--- src/rtl/dr_stage_pkg.sv ---
package dr_stage_pkg;

    typedef enum logic [1:0] {
        OP_AND  = 2'b00,
        OP_OR   = 2'b01,
        OP_XOR  = 2'b10,
        OP_AND2 = 2'b11
    } op_e;

    typedef enum logic [2:0] {
        ST_IDLE  = 3'd0,
        ST_EVAL  = 3'd1,
        ST_OACK  = 3'd2,
        ST_DRAIN = 3'd3,
        ST_HALT  = 3'd4
    } state_e;

    localparam int DETECT_COPIES = 2;

endpackage

--- src/rtl/dr_rail_check.sv ---
// One copy of a dual-rail completion sensor over W bits.
module dr_rail_check #(
    parameter int W = 8
) (
    input  logic [W-1:0] t,
    input  logic [W-1:0] f,
    input  logic         stuck,
    output logic         full,
    output logic         empty,
    output logic         illegal
);
    logic [W-1:0] bit_ok;
    logic [W-1:0] bit_bad;
    logic [W-1:0] bit_any;

    for (genvar i = 0; i < W; i++) begin : g_bit
        assign bit_ok[i]  = t[i] ^ f[i];
        assign bit_bad[i] = t[i] & f[i];
        assign bit_any[i] = t[i] | f[i];
    end

    // A stuck copy keeps reporting a spacer whatever the wires carry.
    assign full    = stuck ? 1'b0 : (&bit_ok);
    assign empty   = stuck ? 1'b1 : ~(|bit_any);
    assign illegal = stuck ? 1'b0 : (|bit_bad);
endmodule

--- src/rtl/dr_celem.sv ---
// Clocked two-input Muller C-element with disagreement flag.
module dr_celem (
    input  logic clk,
    input  logic rst_n,
    input  logic a,
    input  logic b,
    output logic q,
    output logic disagree
);
    always_ff @(posedge clk) begin
        if (!rst_n) begin
            q <= 1'b0;
        end else if (a == b) begin
            q <= a;
        end
    end

    assign disagree = a ^ b;
endmodule

--- src/rtl/dr_dup_detect.sv ---
// Two sensor copies merged by a C-element.
module dr_dup_detect #(
    parameter int W = 8
) (
    input  logic         clk,
    input  logic         rst_n,
    input  logic [W-1:0] t,
    input  logic [W-1:0] f,
    input  logic         stuck_b,
    output logic         done,
    output logic         mismatch,
    output logic         illegal
);
    import dr_stage_pkg::*;

    logic [DETECT_COPIES-1:0] full_v;
    logic [DETECT_COPIES-1:0] empty_v;
    logic [DETECT_COPIES-1:0] ill_v;
    logic [DETECT_COPIES-1:0] req_v;

    for (genvar k = 0; k < DETECT_COPIES; k++) begin : g_copy
        dr_rail_check #(.W(W)) u_chk (
            .t       (t),
            .f       (f),
            .stuck   ((k == DETECT_COPIES - 1) ? stuck_b : 1'b0),
            .full    (full_v[k]),
            .empty   (empty_v[k]),
            .illegal (ill_v[k])
        );
        // Each copy asks for 1 when complete, 0 when spacer, else keeps.
        assign req_v[k] = full_v[k] ? 1'b1 : (empty_v[k] ? 1'b0 : done);
    end

    dr_celem u_merge (
        .clk      (clk),
        .rst_n    (rst_n),
        .a        (req_v[0]),
        .b        (req_v[DETECT_COPIES-1]),
        .q        (done),
        .disagree (mismatch)
    );

    assign illegal = |ill_v;
endmodule

--- src/rtl/dr_logic_unit.sv ---
// Bitwise function on two dual-rail words producing a dual-rail word.
module dr_logic_unit #(
    parameter int N = 8
) (
    input  logic [N-1:0] a_t,
    input  logic [N-1:0] b_t,
    input  logic [1:0]   op,
    output logic [N-1:0] r_t,
    output logic [N-1:0] r_f
);
    import dr_stage_pkg::*;

    logic [N-1:0] res;

    for (genvar i = 0; i < N; i++) begin : g_bit
        always_comb begin
            unique case (op_e'(op))
                OP_OR:   res[i] = a_t[i] | b_t[i];
                OP_XOR:  res[i] = a_t[i] ^ b_t[i];
                OP_AND,
                OP_AND2: res[i] = a_t[i] & b_t[i];
                default: res[i] = a_t[i] & b_t[i];
            endcase
        end
    end

    assign r_t = res;
    assign r_f = ~res;
endmodule

--- src/rtl/dr_stage.sv ---
module dr_stage #(
    parameter int N = 8
) (
    input  logic         clk,
    input  logic         rst_n,
    input  logic [1:0]   op_sel,
    input  logic [N-1:0] a_t,
    input  logic [N-1:0] a_f,
    input  logic [N-1:0] b_t,
    input  logic [N-1:0] b_f,
    output logic         in_ack,
    output logic [N-1:0] y_t,
    output logic [N-1:0] y_f,
    input  logic         out_ack,
    input  logic         flt_in_chk,
    input  logic         flt_out_chk,
    input  logic         alarm_up_n,
    output logic         alarm_n,
    output logic         chip_alarm_n
);
    import dr_stage_pkg::*;

    localparam int IW = 2 * N;

    state_e       state, state_nx;
    logic         in_done, in_mis, in_ill;
    logic         out_done, out_mis, out_ill;
    logic         alarm_hit, alarm_q;
    logic [N-1:0] r_t, r_f;

    dr_dup_detect #(.W(IW)) u_in_det (
        .clk      (clk),
        .rst_n    (rst_n),
        .t        ({a_t, b_t}),
        .f        ({a_f, b_f}),
        .stuck_b  (flt_in_chk),
        .done     (in_done),
        .mismatch (in_mis),
        .illegal  (in_ill)
    );

    dr_dup_detect #(.W(N)) u_out_det (
        .clk      (clk),
        .rst_n    (rst_n),
        .t        (y_t),
        .f        (y_f),
        .stuck_b  (flt_out_chk),
        .done     (out_done),
        .mismatch (out_mis),
        .illegal  (out_ill)
    );

    dr_logic_unit #(.N(N)) u_fn (
        .a_t (a_t),
        .b_t (b_t),
        .op  (op_sel),
        .r_t (r_t),
        .r_f (r_f)
    );

    assign alarm_hit = in_mis | in_ill | out_mis | out_ill;

    always_comb begin
        state_nx = state;
        unique case (state)
            ST_IDLE:  if (in_done && !out_ack)   state_nx = ST_EVAL;
            ST_EVAL:  if (out_done)              state_nx = ST_OACK;
            ST_OACK:  if (out_ack)               state_nx = ST_DRAIN;
            ST_DRAIN: if (!in_done && !out_done) state_nx = ST_IDLE;
            ST_HALT:                             state_nx = ST_HALT;
            default:                             state_nx = ST_HALT;
        endcase
        if (alarm_hit) begin
            state_nx = ST_HALT;
        end
    end

    always_ff @(posedge clk) begin
        if (!rst_n) begin
            state <= ST_IDLE;
        end else begin
            state <= state_nx;
        end
    end

    always_ff @(posedge clk) begin
        if (!rst_n) begin
            y_t     <= '0;
            y_f     <= '0;
            in_ack  <= 1'b0;
            alarm_q <= 1'b0;
        end else begin
            alarm_q <= alarm_q | alarm_hit;
            if (!alarm_hit) begin
                unique case (state)
                    ST_IDLE: if (in_done && !out_ack) begin
                        y_t <= r_t;
                        y_f <= r_f;
                    end
                    ST_EVAL: if (out_done) begin
                        in_ack <= 1'b1;
                    end
                    ST_OACK: if (out_ack) begin
                        y_t <= '0;
                        y_f <= '0;
                    end
                    ST_DRAIN: if (!in_done && !out_done) begin
                        in_ack <= 1'b0;
                    end
                    ST_HALT: ;
                    default: ;
                endcase
            end
        end
    end

    assign alarm_n      = ~alarm_q;
    assign chip_alarm_n = alarm_n & alarm_up_n;
endmodule

--- config.mk ---
export PLATFORM = sky130hd
export DESIGN_NAME = dr_stage
export DESIGN_NICKNAME = d
export VERILOG_FILES = /design/src/rtl/dr_stage_pkg.sv /design/src/rtl/dr_rail_check.sv /design/src/rtl/dr_celem.sv /design/src/rtl/dr_dup_detect.sv /design/src/rtl/dr_logic_unit.sv /design/src/rtl/dr_stage.sv
export SDC_FILE = /design/constraint.sdc
export NUM_CORES = 1
export LEC_CHECK = 0
export ABC_AREA = 1
export ABC_CLOCK_PERIOD_IN_PS = 2200
export BUFFER_PORTS_ARGS = -buffer_cell sky130_fd_sc_hd__buf_2
export CORE_UTILIZATION = 25
export CTS_CLUSTER_SIZE = 28
export DETAILED_ROUTE_END_ITERATION = 16
export GPL_TIMING_DRIVEN = 0
export SYNTH_ARGS = -nofsm -noshare
export SYNTH_HDL_FRONTEND = slang
export SYNTH_SLANG_ARGS = --single-unit
--- constraint.sdc ---
create_clock -name clk -period 2.2 [get_ports clk]
set_input_delay 0.44 -clock clk [delete_from_list [all_inputs] [get_ports clk]]
set_output_delay 0.44 -clock clk [all_outputs]
set_load 0.05 [all_outputs]
== Yosys cells after proc, flatten, opt, wreduce, memory -nomap -nowiden ==
Cells that the tools add are included.

* Bits in registers: 23
* Input port bits: 40
* Output and inout port bits: 19
* Logic and storage cells: 192

* Equal/unequal tests: 16
* Multiplexer cells: 36
* Bitwise logic cells: 109
* Reduce and logical (&&, ||, !) cells: 23

{| class="wikitable"
|+ Operators with widths
! cell !! number
|-
| 1-bit OR || 36
|-
| 1-bit XOR || 34
|-
| 1-bit bitwise AND || 33
|-
| 8-bit case mux with 2 select lines || 2
|-
| 16-bit OR reduction || 2
|-
| 8-bit 2-to-1 mux || 3
|-
| 1-bit case mux with 3 select lines || 8
|-
| 17-bit OR reduction || 1
|-
| 1-bit 2-to-1 mux || 16
|-
| 16-bit AND reduction || 1
|-
| 4-bit AND reduction || 4
|-
| 8-bit OR reduction || 2
|-
| 3-bit 2-to-1 mux || 5
|-
| 3-bit case mux with 4 select lines || 1
|-
| 3-bit != test (second input constant) || 3
|-
| 9-bit OR reduction || 1
|-
| 8-bit inverter || 1
|-
| 8-bit AND reduction || 1
|-
| 3-bit by 2-bit equality test with 1-bit output (second input constant) || 2
|-
| 2-bit != test (second input constant) || 3
|-
| 1-bit inverter || 5
|-
| 2-bit equality test (second input constant) || 2
|-
| 2-bit nonzero test || 2
|-
| 2-bit OR reduction || 2
|-
| other kinds (10) || 14
|}

== Depth between registers and ports, before layout ==
Gate-level depths: netlist (run 1).

* Depth after elaboration: 12
* Gate-level depth with buffers: 13
* Depth with buffers taken out: 12

== By module ==
A second synthesis (run 1) with hierarchy kept.

* Cells, all modules: 634
* Area, all modules: 3,981.3 µm²

{| class="wikitable"
|+ Modules (own cells, without submodules)
! module !! times used !! cells an instance !! area an instance (µm²) !! sequential area each (µm²)
|-
| dr_rail_check (u_in_det.g_copy[0].u_chk ...) || 2 || 107 || 699.4 || 0.0
|-
| dr_stage || 1 || 160 || 1,059.8 || 420.4
|-
| dr_rail_check (u_out_det.g_copy[0].u_chk ...) || 2 || 58 || 360.3 || 0.0
|-
| dr_logic_unit || 1 || 114 || 636.9 || 0.0
|-
| dr_celem || 2 || 5 || 42.5 || 20.0
|-
| dr_dup_detect || 2 || 10 || 40.0 || 0.0
|}

== Least setup slack after synthesis (run 1) ==
No wires, ideal clock.

* Path kind: reg-to-reg
* Start: register y_t[4]
* End: register alarm_q
* Setup time: 0.115 ns
* Arrival time: 1.961 ns
* Data required time: 2.085 ns
* Setup slack: 0.124 ns
* Stages on the path, launching flop included: 12
* Path buffers: 1
* Period minus slack after synthesis: 2.076 ns
* Path through: dfxtp_1 inv_1 ha_1 nand2_1 nor2_1 nand2_1 nand2_1 a21oi_2 buf_2 nand2_1 o21ai_0 inv_1

* Longest elaborated chain between the ends: 10
* Elaborated cells on any way between the ends: 19
* Classes of those cells: mux (7); bitwise (8); reduce/logical (4)

{| class="wikitable"
|+ Ends and longest elaborated chain
! element !! RTL line !! RTL
|-
| start, declared || dr_stage.sv:12 || <nowiki>output logic [N-1:0] y_t,</nowiki>
|-
| start signal, assigned || dr_stage.sv:97 || <nowiki>y_t <= r_t;</nowiki>
|-
| 1-bit OR || dr_rail_check.sv:19 || <nowiki>assign bit_any[i] = t[i] | f[i];</nowiki>
|-
| 8-bit OR reduction || dr_rail_check.sv:24 || <nowiki>assign empty = stuck ? 1'b1 : ~(|bit_any);</nowiki>
|-
| 1-bit inverter || n/a ||
|-
| 1-bit 2-to-1 mux || dr_rail_check.sv:24 ||
|-
| 1-bit 2-to-1 mux (2 in series) || dr_dup_detect.sv:31 || <nowiki>assign req_v[k] = full_v[k] ? 1'b1 : (empty_v[k] ? 1'b0 : done);</nowiki>
|-
| 1-bit XOR || dr_celem.sv:18 || <nowiki>assign disagree = a ^ b;</nowiki>
|-
| 1-bit OR || dr_stage.sv:61 || <nowiki>assign alarm_hit = in_mis | in_ill | out_mis | out_ill;</nowiki>
|-
| 1-bit OR * || dr_stage.sv:61 ||
|-
| 1-bit OR * || dr_stage.sv:93 || <nowiki>alarm_q <= alarm_q | alarm_hit;</nowiki>
|-
| end signal, assigned || dr_stage.sv:93 ||
|-
| end, declared || dr_stage.sv:28 || <nowiki>logic alarm_hit, alarm_q;</nowiki>
|}

Every way passes the cells marked *; elsewhere a longest branch is shown, timed or not.
A chain may end at the register's enable or synchronous reset.

== Worst setup path after layout (run 1) ==
* Start: register y_t[5]
* End: register alarm_q

The elaborated chain is that of the path after synthesis.

==> metrics.md, run 1 <==
| Metric | Value |
|---|---|
| Mapped Nets | `~500` |
| Peak VDD IR | `around 0.16 mV` |
| Die Width | `107 um` |
| EDFF count, synth | `0` |
| Post-CTS sizing | `0` |
| H-tree lvl count | `1` |
| Critical Path Source Type | `flop` |
| CTS Buffer Depth | `2` |
| Critical Path AT | `approximately 2.1 ns` |
| Slew of the pin with the lowest slew margin | `0.478 ns` |
| Initial Util | `26.1%` |
| Distinct cell type count after synthesis | `23` |
| Seq/Total Area, Yosys | `between 10% and 20%` |
| RR Endpoint | `alarm_q` |
| Placed Area | `3190 sq um` |
| Core area | `10500 sq um` |
| Die H | `107 um` |
| IO Count | `59` |
| Largest net degree at the start of global routing | `14` |
| Share of flip-flops with an asynchronous set or reset | `0%` |
| Lkg Pwr | `between 1.5 and 2 nW` |
| Highest Clock Rate | `521 MHz` |
| CTS root buf | `clkbuf_8` |
| CP Capture Point | `alarm_q` |
| ANT nets after route | `0` |
| Leading cell type in the layout, fill and taps excluded | `nand2_1` |
| CTS Buf Count | `3` |
| Area growth, synth to finish | `18.5%` |
| Global-route wire length before repair | `11.0 mm` |
| Total wire length | `6.50 mm` |
| Clock Latency Late Sink | `0.27 ns` |
| CP Max Fanout | `10` |
| Status | `finished, final reports clean` |
| Slowest library cell on the worst path | `dfxtp_1` |
| Clk pin slew, worst setup/hold paths | `0.09 ns` |
| Final count of negative-setup-slack endpoints | `0` |
| Slew Viols, Final | `0` |
| Antenna Cells | `0` |
| Max Cap Viol | `0` |
| Hold Vio Cnt, Final | `0` |
| Crit end category | `flop` |
| Worst Setup SP | `y_t[5]` |
| Slew headroom | `67.8%` |
| Worst min path class | `in2reg` |
| Power per cell area | `297 nW/um^2` |
| Routed via count | `2476` |
| R2R depth | `10` |
| Syn Inst Count | `404` |
| Clk sinks | `23` |
| Nets | `approximately 570` |
| Critical path class | `reg2reg` |
| Num rows | `37` |
| Post-CTS Hold Buffers | `0` |
| Top_reg_cell synth | `dfxtp_1` |
| Yosys warnings | `0` |
| Post-CTS setup repair buffer count | `0` |
| Ratio of final minimum period to clock period | `just under 90%` |
| DP HPWL | `5.71 mm` |
| Die footprint | `about 11000 sq um` |
| Setup TNS | `0 ns` |
| Crit path required time | `2.37 ns` |
| Unrepaired setup endpoints after global routing | `false` |
| Tmin final | `1.92 ns` |
| Share of cells above drive strength 1 | `between 20% and 30%` |
| Cell Chain, Critical Path | `ha_1 > nor2_1 > nand2_1 > nor2_1 > nand3_1 > a21oi_2 > buf_2 > nand2_1 > o21ai_0 > inv_1` |
| Clock Skews | `between 0.007 and 0.008 ns` |
| Reg-to-Reg Start | `y_t[5]` |
| DRT Pass-1 Iters | `4` |
| Synth Register Bits | `23` |
| Port Buffer Count | `58` |
| First DRT Iteration DRCs | `125` |
| Detailed-route DRC error count | `0` |
| Avg Vias per Cell | `4.11` |
| Design area | `3240 sq um` |
| Max incr delay on CP | `0.33 ns` |
| Most frequent cells in the layout | `nand2_1, inv_1, ha_1` |
| CTS tree | `yes` |
| Filler cell count | `1161` |
| Vias in the first global route | `approximately 2500` |
| GRT overflow | `0` |
| Gpl congestion | `0.850` |
| Cell Area, Synth | `2730 sq um` |
| Syn Area/Cell | `6.77 sq um` |
| Initial antenna violation count | `0` |
| DR WL/cell | `~11 um` |
| Reg2reg setup slack | `0.28 ns` |
| GRT Overall Usage | `12.0%` |
-- synthesized netlist by cell type (2+ instances only) --
library cell,instances,area (sq um)
nand2_4,10,113
nand4_1,21,131
inv_1,85,319
dfxtp_1,23,460
nand3_1,11,55.1
nor3_1,2,10.0
o21ai_0,11,55.1
ha_1,66,826
buf_2,5,25.0
clkbuf_1,6,22.5
o211ai_2,2,25.0
inv_2,11,41.3
nand2_1,93,349
nor2_2,10,62.6
nor2_1,40,150
-- critical path, delay by kind of cell (launching register included) --
| kind | cells | cell delay [ns] |
|---|---|---|
| adder cells (fa/ha/maj) | 1 | 0.19 |
| flip-flops | 1 | 0.33 |
| AO/OA/AOI/OAI | 2 | 0.38 |
| buffers and inverters | 2 | 0.29 |
| AND/OR/NAND/NOR | 5 | 0.62 |
-- layout make-up --
class	count	area [sq um]	area share, %
multi-input combinational	273	1850	56.9
buffer	12	67.6	2.08
tap	136	170	5.25
sequential	23	460	14.2
inverter	96	360	11.1
clock buffer	3	41.3	1.27
clock inverter	1	5.00	0.154
timing repair buffer	58	290	8.96
-- worst min-delay path by stage --
stage,start,endpoint,cells after the start
CTS,rst_n,u_out_det.u_merge.q,2
global route,rst_n,u_out_det.u_merge.q,2
global placement,alarm_q,alarm_q,2
floorplan,alarm_q,alarm_q,2
detailed placement,alarm_q,alarm_q,2
finish,rst_n,u_out_det.u_merge.q,2
-- kinds of logic after synthesis --
| kind of cell | count (synthesis) | share of synthesized area [%] |
|---|---|---|
| buffers and inverters | 108 | 15.7 |
| DFF | 23 | 16.8 |
| and+or+nand+nor | 191 | 33.7 |
| adders and majority gates | 66 | 30.2 |
| AOI/OAI and AO/OA | 16 | 3.62 |
-- per-layer routing --
| layer | track usage [%] | up-vias | wire length [um] |
|---|---|---|---|
| met3 | 1.46 | 4 | 214 |
| met1 | 14.6 | 1091 | 3100 |
| met2 | 22.2 | 39 | 3120 |
| li1 | - | 1342 | - |
| met5 | 0 | - | 0 |
| met4 | 3.13 | 0 | 73 |
-- power by group --
part	switching (mW)	internal (mW)
logic	0.173	0.0995
clock network	0.143	0.127
registers	0.00225	0.419
total	0.318	0.645
-- sequential cells by signal, indices dropped and copies added (netlist names) --
signal and count:
y_f 8, y_t 8, state 3, alarm_q 1, in_ack 1, u_in_det.u_merge.q 1
u_out_det.u_merge.q 1
-- per-stage QoR --
step | hold WS [ns] | cells | power (mW) | util, % | setup slack [ns]
finish | 0.466 | 602 | 0.963 | 31.0 | 0.281
global route | 0.461 | 602 | 1.04 | 31.0 | 0.0597
CTS | 0.459 | 602 | 0.971 | 31.0 | 0.245
detailed placement | 0.502 | 598 | 0.703 | 30.5 | 0.0532
global placement | 0.497 | 598 | 0.698 | 30.5 | 0.0799
floorplan | 0.464 | 404 | 0.595 | - | 0.124
No activity file was read; power rests on OpenSTA's default activity.
==> run 2, diff against run 1 <==
--- a/config.mk
+++ b/config.mk
@@ -12,6 +12,7 @@
 export CTS_CLUSTER_SIZE = 28
 export DETAILED_ROUTE_END_ITERATION = 16
 export GPL_TIMING_DRIVEN = 0
+export REMOVE_ABC_BUFFERS = 1
 export SYNTH_ARGS = -nofsm -noshare
 export SYNTH_HDL_FRONTEND = slang
 export SYNTH_SLANG_ARGS = --single-unit
==> run 2 against run 1 <==
Compared with the run above: critical path depth up 1; register-to-register slack got worse by 0.03 ns; sequential power barely moved; count of clock-buffer cells in the layout grew 1; utilization up 0.072 points; routed wire length shrank 2.5%; worst hold slack improved by 0.044 ns; largest cell class unchanged.
==> metrics.md, run 2 (same netlist as run 1, synthesis figures left out) <==
| Metric | Value |
|---|---|
| DR WL/cell | `10.6 um` |
| Antenna Cells | `0` |
| Lkg Pwr | `1.88 nW` |
| Initial antenna violation count | `0` |
| CP Max Fanout | `12` |
| Gpl congestion | `0.856` |
| ANT nets after route | `0` |
| IO Count | `59` |
| Largest net degree at the start of global routing | `23` |
| Global-route wire length before repair | `10.9 mm` |
| DP Worst Slack | `-0.694 ns` |
| Critical path class | `reg2reg` |
| Nets | `between 500 and 600` |
| GRT overflow | `0` |
| H-tree lvl count | `1` |
| Hold Vio Cnt, Final | `0` |
| Hold_ws | `0.510 ns` |
| Routed via count | `2434` |
| Slowest library cell on the worst path | `dfxtp_1` |
| Tmin final | `1.95 ns` |
| Clock Latency Late Sink | `0.27 ns` |
| GRT Overall Usage | `approximately an eighth` |
| Max Cap Viol | `0` |
| Leading cell type in the layout, fill and taps excluded | `nand2_1` |
| Design area | `around 3200 sq um` |
| Post-CTS Hold Buffers | `0` |
| Detailed-route DRC error count | `0` |
| Max incr delay on CP | `0.34 ns` |
| Most frequent cells in the layout | `nand2_1, inv_1, ha_1` |
| Final WS setup | `0.253 ns` |
| Critical path buffer and inverter count | `2` |
| Tot Pwr | `0.966 mW` |
| CTS Buf Count | `3` |
| Clk pin slew, worst setup/hold paths | `0.09 ns` |
| Power per cell area | `around 300 nW/um^2` |
| Peak VDD IR | `0.173 mV` |
| Critical Path AT | `2.16 ns` |
| Slew of the pin with the lowest slew margin | `about 0.52 ns` |
| Crit-path most repeated cell | `nor2_1` |
| Critical Path Source Type | `flop` |
| Cell Chain, Critical Path | `ha_1 > nor2_1 > nand2_1 > nor2_1 > nand3_1 > a21oi_4 > nand3_4 > buf_12 > nand2_1 > inv_1 > nor2_1` |
| Port Buffer Count | `between 50 and 60` |
| Crit path required time | `2.41 ns` |
| DP HPWL | `5.21 mm` |
| Die footprint | `around 11000 sq um` |
| Reg2reg setup slack | `0.25 ns` |
| Die Width | `107 um` |
| Core area | `10500 sq um` |
| Slew Viols, Final | `0` |
| Clock Skews | `about 0.0024 ns` |
| DRT Pass-1 Iters | `4` |
| Worst min path class | `reg2reg` |
| Final count of negative-setup-slack endpoints | `0` |
| Share of cells above drive strength 1 | `23.0%` |
| Initial Util | `26.1%` |
| CTS Buffer Depth | `2` |
| First DRT Iteration DRCs | `70` |
| Clk sinks | `23` |
| Unrepaired setup endpoints after global routing | `false` |
| Highest Clock Rate | `514 MHz` |
| CTS tree | `yes` |
| Die H | `roughly 110 um` |
| Area growth, synth to finish | `18.8%` |
| Ratio of final minimum period to clock period | `88.5%` |
| CTS root buf | `clkbuf_8` |
| Status | `finished, final reports clean` |
| Total wire length | `6.34 mm` |
| Slew headroom | `64.7%` |
| Num rows | `37` |
| Avg Vias per Cell | `4.08` |
| Biggest regs | `y_f x8, y_t x8, state x3` |
| Family with the most delay on the worst path | `simple AND/OR/NAND/NOR gates` |
| Vias in the first global route | `2370` |
| Crit end category | `flop` |
| Placed Area | `3130 sq um` |
## run 2: cell type report
type | instances | area, sq um
Clock buffer | 4 | 45.0
Fill cell | 1190 | 7210
Inverter | 96 | 360
Multi-Input combinational cell | 274 | 1860
Sequential cell | 23 | 460
Tap cell | 136 | 170
Timing Repair Buffer | 64 | 348
## run 2: stage by stage
stage	setup TNS (ns)	cells	util, %
final	0	597	31.0
after floorplan	-7.04	392	-
after detailed placement	-11.45	586	29.9
after global placement	-11.98	586	29.9
after global routing	0	597	31.0
after CTS	0	593	30.8
## run 2: per-layer routing
metal / up-vias / track usage (%) / part of all wire, %
met2: 58 / 20.5 / 45
met3: 11 / 1.40 / 4.0
met5: - / 0 / 0
met4: 0 / 4.11 / 2.2
li1: 1338 / - / -
met1: 1027 / 15.4 / 49
## run 2: power by group
group	internal [mW]	switching (mW)	leakage, nW
clock	0.130	0.146	0.0228
combinational	0.0985	0.170	1.67
sequential	0.419	0.00224	0.186
## run 2: final timing paths
| check | cells after the start | endpoint | startpoint |
|---|---|---|---|
| setup reg to reg | 11 | y_f[5] | y_t[1] |
| setup / recovery | 11 | y_f[5] | y_t[1] |
| hold reg to reg | 2 | alarm_q | alarm_q |
| hold / removal | 2 | alarm_q | alarm_q |
## run 2: timing repair
action | 4_1_cts | 5_1_grt
setup endpoints to repair | 19 | 5
pin swaps | 1 | 0
buffers inserted | 2 | 4
gates resized for setup | 2 | 0
cloned | 1 | 0
## run 2: worst register-to-register path: stages, from the launching register on
cell     delay [ns]
dfxtp_1        0.34
ha_1           0.19
nor2_1         0.14
nand2_1        0.07
nor2_1         0.17
nand3_1        0.20
a21oi_4        0.29
nand3_4        0.12
buf_12         0.18
nand2_1        0.06
inv_1          0.03
nor2_1         0.10
==> run 3, diff against run 2 <==
--- a/config.mk
+++ b/config.mk
@@ -5,13 +5,12 @@
 export SDC_FILE = /design/constraint.sdc
 export NUM_CORES = 1
 export LEC_CHECK = 0
-export ABC_AREA = 1
+export ABC_AREA = 0
 export ABC_CLOCK_PERIOD_IN_PS = 2200
 export BUFFER_PORTS_ARGS = -buffer_cell sky130_fd_sc_hd__buf_2
 export CORE_UTILIZATION = 25
 export CTS_CLUSTER_SIZE = 28
 export DETAILED_ROUTE_END_ITERATION = 16
-export GPL_TIMING_DRIVEN = 0
 export REMOVE_ABC_BUFFERS = 1
 export SYNTH_ARGS = -nofsm -noshare
 export SYNTH_HDL_FRONTEND = slang
==> run 3 against run 2 <==
Compared with the run above: sequential share of layout area shrank 0.23 points; sequential power barely moved; clock power decreased by 4%; area after synthesis fell by 15%; largest cell class unchanged; critical path type is now in2reg; die area is 14% lower; setup slack got worse by 0.15 ns; non-clock buffer count rose by 55; first-iteration DRC count fell by 33%; routed wire length down 1.2%; utilization increased by 6.1 points; synthesized cell count fell by 34%; flip-flop and latch count is the same.
==> metrics.md, run 3 <==
| Metric | Value |
|---|---|
| Critical Path AT | `2.26 ns` |
| DP HPWL | `5.30 mm` |
| Antenna Cells | `0` |
| Distinct cell type count after synthesis | `32` |
| Syn Inst Count | `267` |
| Power per cell area | `between 300 and 400 nW/um^2` |
| Tot Pwr | `~1 mW` |
| Crit path required time | `2.36 ns` |
| Placed Area | `3170 sq um` |
| Logic gate share of total power | `31.2%` |
| Avg Vias per Cell | `around 4.5` |
| Setup TNS | `0 ns` |
| Syn Area/Cell | `8.75 sq um` |
| Vias in the first global route | `2344` |
| Slew headroom | `62.5%` |
| GRT Overall Usage | `13.5%` |
| Filler cell count | `906` |
| Clk pin slew, worst setup/hold paths | `about 0.080 ns` |
| Crit end category | `flop` |
| Synth area leaders | `ha_1, dfxtp_1, inv_1` |
| Worst min path class | `reg2reg` |
| H-tree lvl count | `1` |
| Seq pwr share | `around 42%` |
| Final count of negative-setup-slack endpoints | `0` |
| CTS Buf Count | `3` |
| DR WL/cell | `12.8 um` |
| Routed via count | `2215` |
| Detailed-route DRC error count | `0` |
| EDFF count, synth | `0` |
| Seq/Total Area, Yosys | `19.7%` |
| Hold Vio Cnt, Final | `0` |
| Most frequent cells in the layout | `ha_1, buf_4, buf_2` |
| Yosys top cell area share | `35.4%` |
| Tmin final | `about 2.1 ns` |
| P_sw | `0.289 mW` |
| Slew of the pin with the lowest slew margin | `0.562 ns` |
| Biggest regs | `y_f x8, y_t x8, state x3` |
| Clock Latency Late Sink | `0.27 ns` |
| Share of flip-flops with an asynchronous set or reset | `0%` |
| Clock power frac | `about a quarter` |
| Status | `finished, final reports clean` |
| CTS tree | `yes` |
| CP Max Fanout | `3` |
| Largest net degree at the start of global routing | `20` |
| Design area | `between 3000 and 4000 sq um` |
| Sw frac | `29.1%` |
| Die footprint | `around 9700 sq um` |
| Synth Register Bits | `23` |
| Nets | `489` |
| Yosys warnings | `0` |
| Total wire length | `6.26 mm` |
| Clk sinks | `23` |
| GRT overflow | `0` |
| Critical path class | `in2reg` |
| Clock Skews | `~0.0033 ns` |
| Slew Viols, Final | `0` |
| Area growth, synth to finish | `41.3%` |
| Most frequent cell after synthesis | `ha_1` |
| Num rows | `34` |
| Port Buffer Count | `58` |
| Post-CTS Hold Buffers | `0` |
| CTS Buffer Depth | `2` |
| DRT Pass-1 Iters | `4` |
| CTS root buf | `clkbuf_8` |
| Top_reg_cell synth | `dfxtp_1` |
| Cell Area, Synth | `between 2000 and 2500 sq um` |
| Peak VDD IR | `slightly below 0.2 mV` |
| Max Cap Viol | `0` |
| Hold_ws | `0.469 ns` |
| Initial Util | `26.3%` |
| Critical Path Source Type | `primary input` |
| Initial antenna violation count | `0` |
| Int Pwr | `between 0.7 and 0.8 mW` |
| Most frequent cells after synthesis | `ha_1, inv_1, nand2_1` |
| Core area | `just under 9000 sq um` |
| Global-route wire length before repair | `about 11 mm` |
| Highest Clock Rate | `476 MHz` |
| Gpl congestion | `0.794` |
| Die H | `98.7 um` |
| Share of cells above drive strength 1 | `38.2%` |
| Largest area contributor in the netlist | `ha_1` |
| Ratio of final minimum period to clock period | `95.5%` |
| Lkg Pwr | `1.85 nW` |
| Die Width | `98.7 um` |
| First DRT Iteration DRCs | `47` |
| IO Count | `59` |
| ANT nets after route | `0` |
run 3: changes by cell type in the layout (fill, tap and decap cells not counted), moves of 8 or more:
| cell | delta |
|---|---|
| a21o_1 | +8 |
| nor2_2 | -10 |
| mux2i_1 | +17 |
| nor2_1 | -37 |
| nand2b_1 | +11 |
| o21ai_0 | -10 |
| nand2_1 | -64 |
| nand4_1 | -9 |
| buf_4 | +55 |
| inv_1 | -40 |
| nand3_1 | -11 |
| nand2_4 | -10 |
| a221oi_1 | +8 |
run 3: timing repair:
item                       4_1_cts  5_1_grt
gates cloned                     0        0
buffers inserted                 0        1
resized for setup                2       23
setup endpoints to repair       15       20
pin swaps                        3        7
run 3: power by group through the flow:
stage	sequential, mW	clock [mW]	combinational (mW)
after global placement	0.429	0	0.287
after global routing	0.420	0.290	0.352
after CTS	0.419	0.276	0.298
final	0.419	0.264	0.310
after floorplan	0.429	0	0.129
after detailed placement	0.429	0	0.294
run 3: kinds of logic after synthesis:
group,share of synthesized area [%]
AO/OA/AOI/OAI,10.6
adder cells (fa/ha/maj),35.4
buffers and inverters,10.8
flip-flops,19.7
multiplexers,7.28
AND/OR/NAND/NOR,16.2
run 3: routing by layer:
layer	up-vias	GRT usage, %	wire [um]
li1	1129	-	-
met1	1024	16.4	2820
met2	49	24.6	3050
met3	13	2.48	250
met4	0	3.56	141
met5	-	0	0
run 3: worst paths after layout:
kind	to	cells past startpoint	startpoint	slack (ns)
setup / recovery	state[0]	9	b_t[5]	0.1
hold / removal	in_ack	2	in_ack	0.47
setup reg to reg	state[0]	8	y_t[3]	0.19
hold reg to reg	in_ack	2	in_ack	0.47
run 3: critical path, stage by stage:
cell       delay, ns
buf_2           0.13
inv_2           0.09
ha_4            0.13
nand4_1         0.10
or4_4           0.56
a311oi_4        0.28
buf_4           0.16
nand3b_1        0.14
a2111oi_2       0.24
run 3: through the flow:
| stage | cells | utilization [%] | setup WS [ns] |
|---|---|---|---|
| after global placement | 486 | 35.6 | -0.344 |
| after detailed placement | 486 | 35.6 | -0.438 |
| final | 490 | 37.1 | 0.0990 |
| after floorplan | 259 | - | -0.564 |
| after CTS | 490 | 36.2 | 0.0300 |
| after global routing | 490 | 37.1 | -0.0124 |
run 3: cell type report:
type                            instances  area (sq um)  area share [%]
Multi-Input combinational cell        183          1710            51.8
Timing Repair Buffer                  119           752            22.8
Sequential cell                        23           460            13.9
Inverter                               53           199            6.03
Tap cell                              108           135            4.09
Clock buffer                            4          45.0            1.36
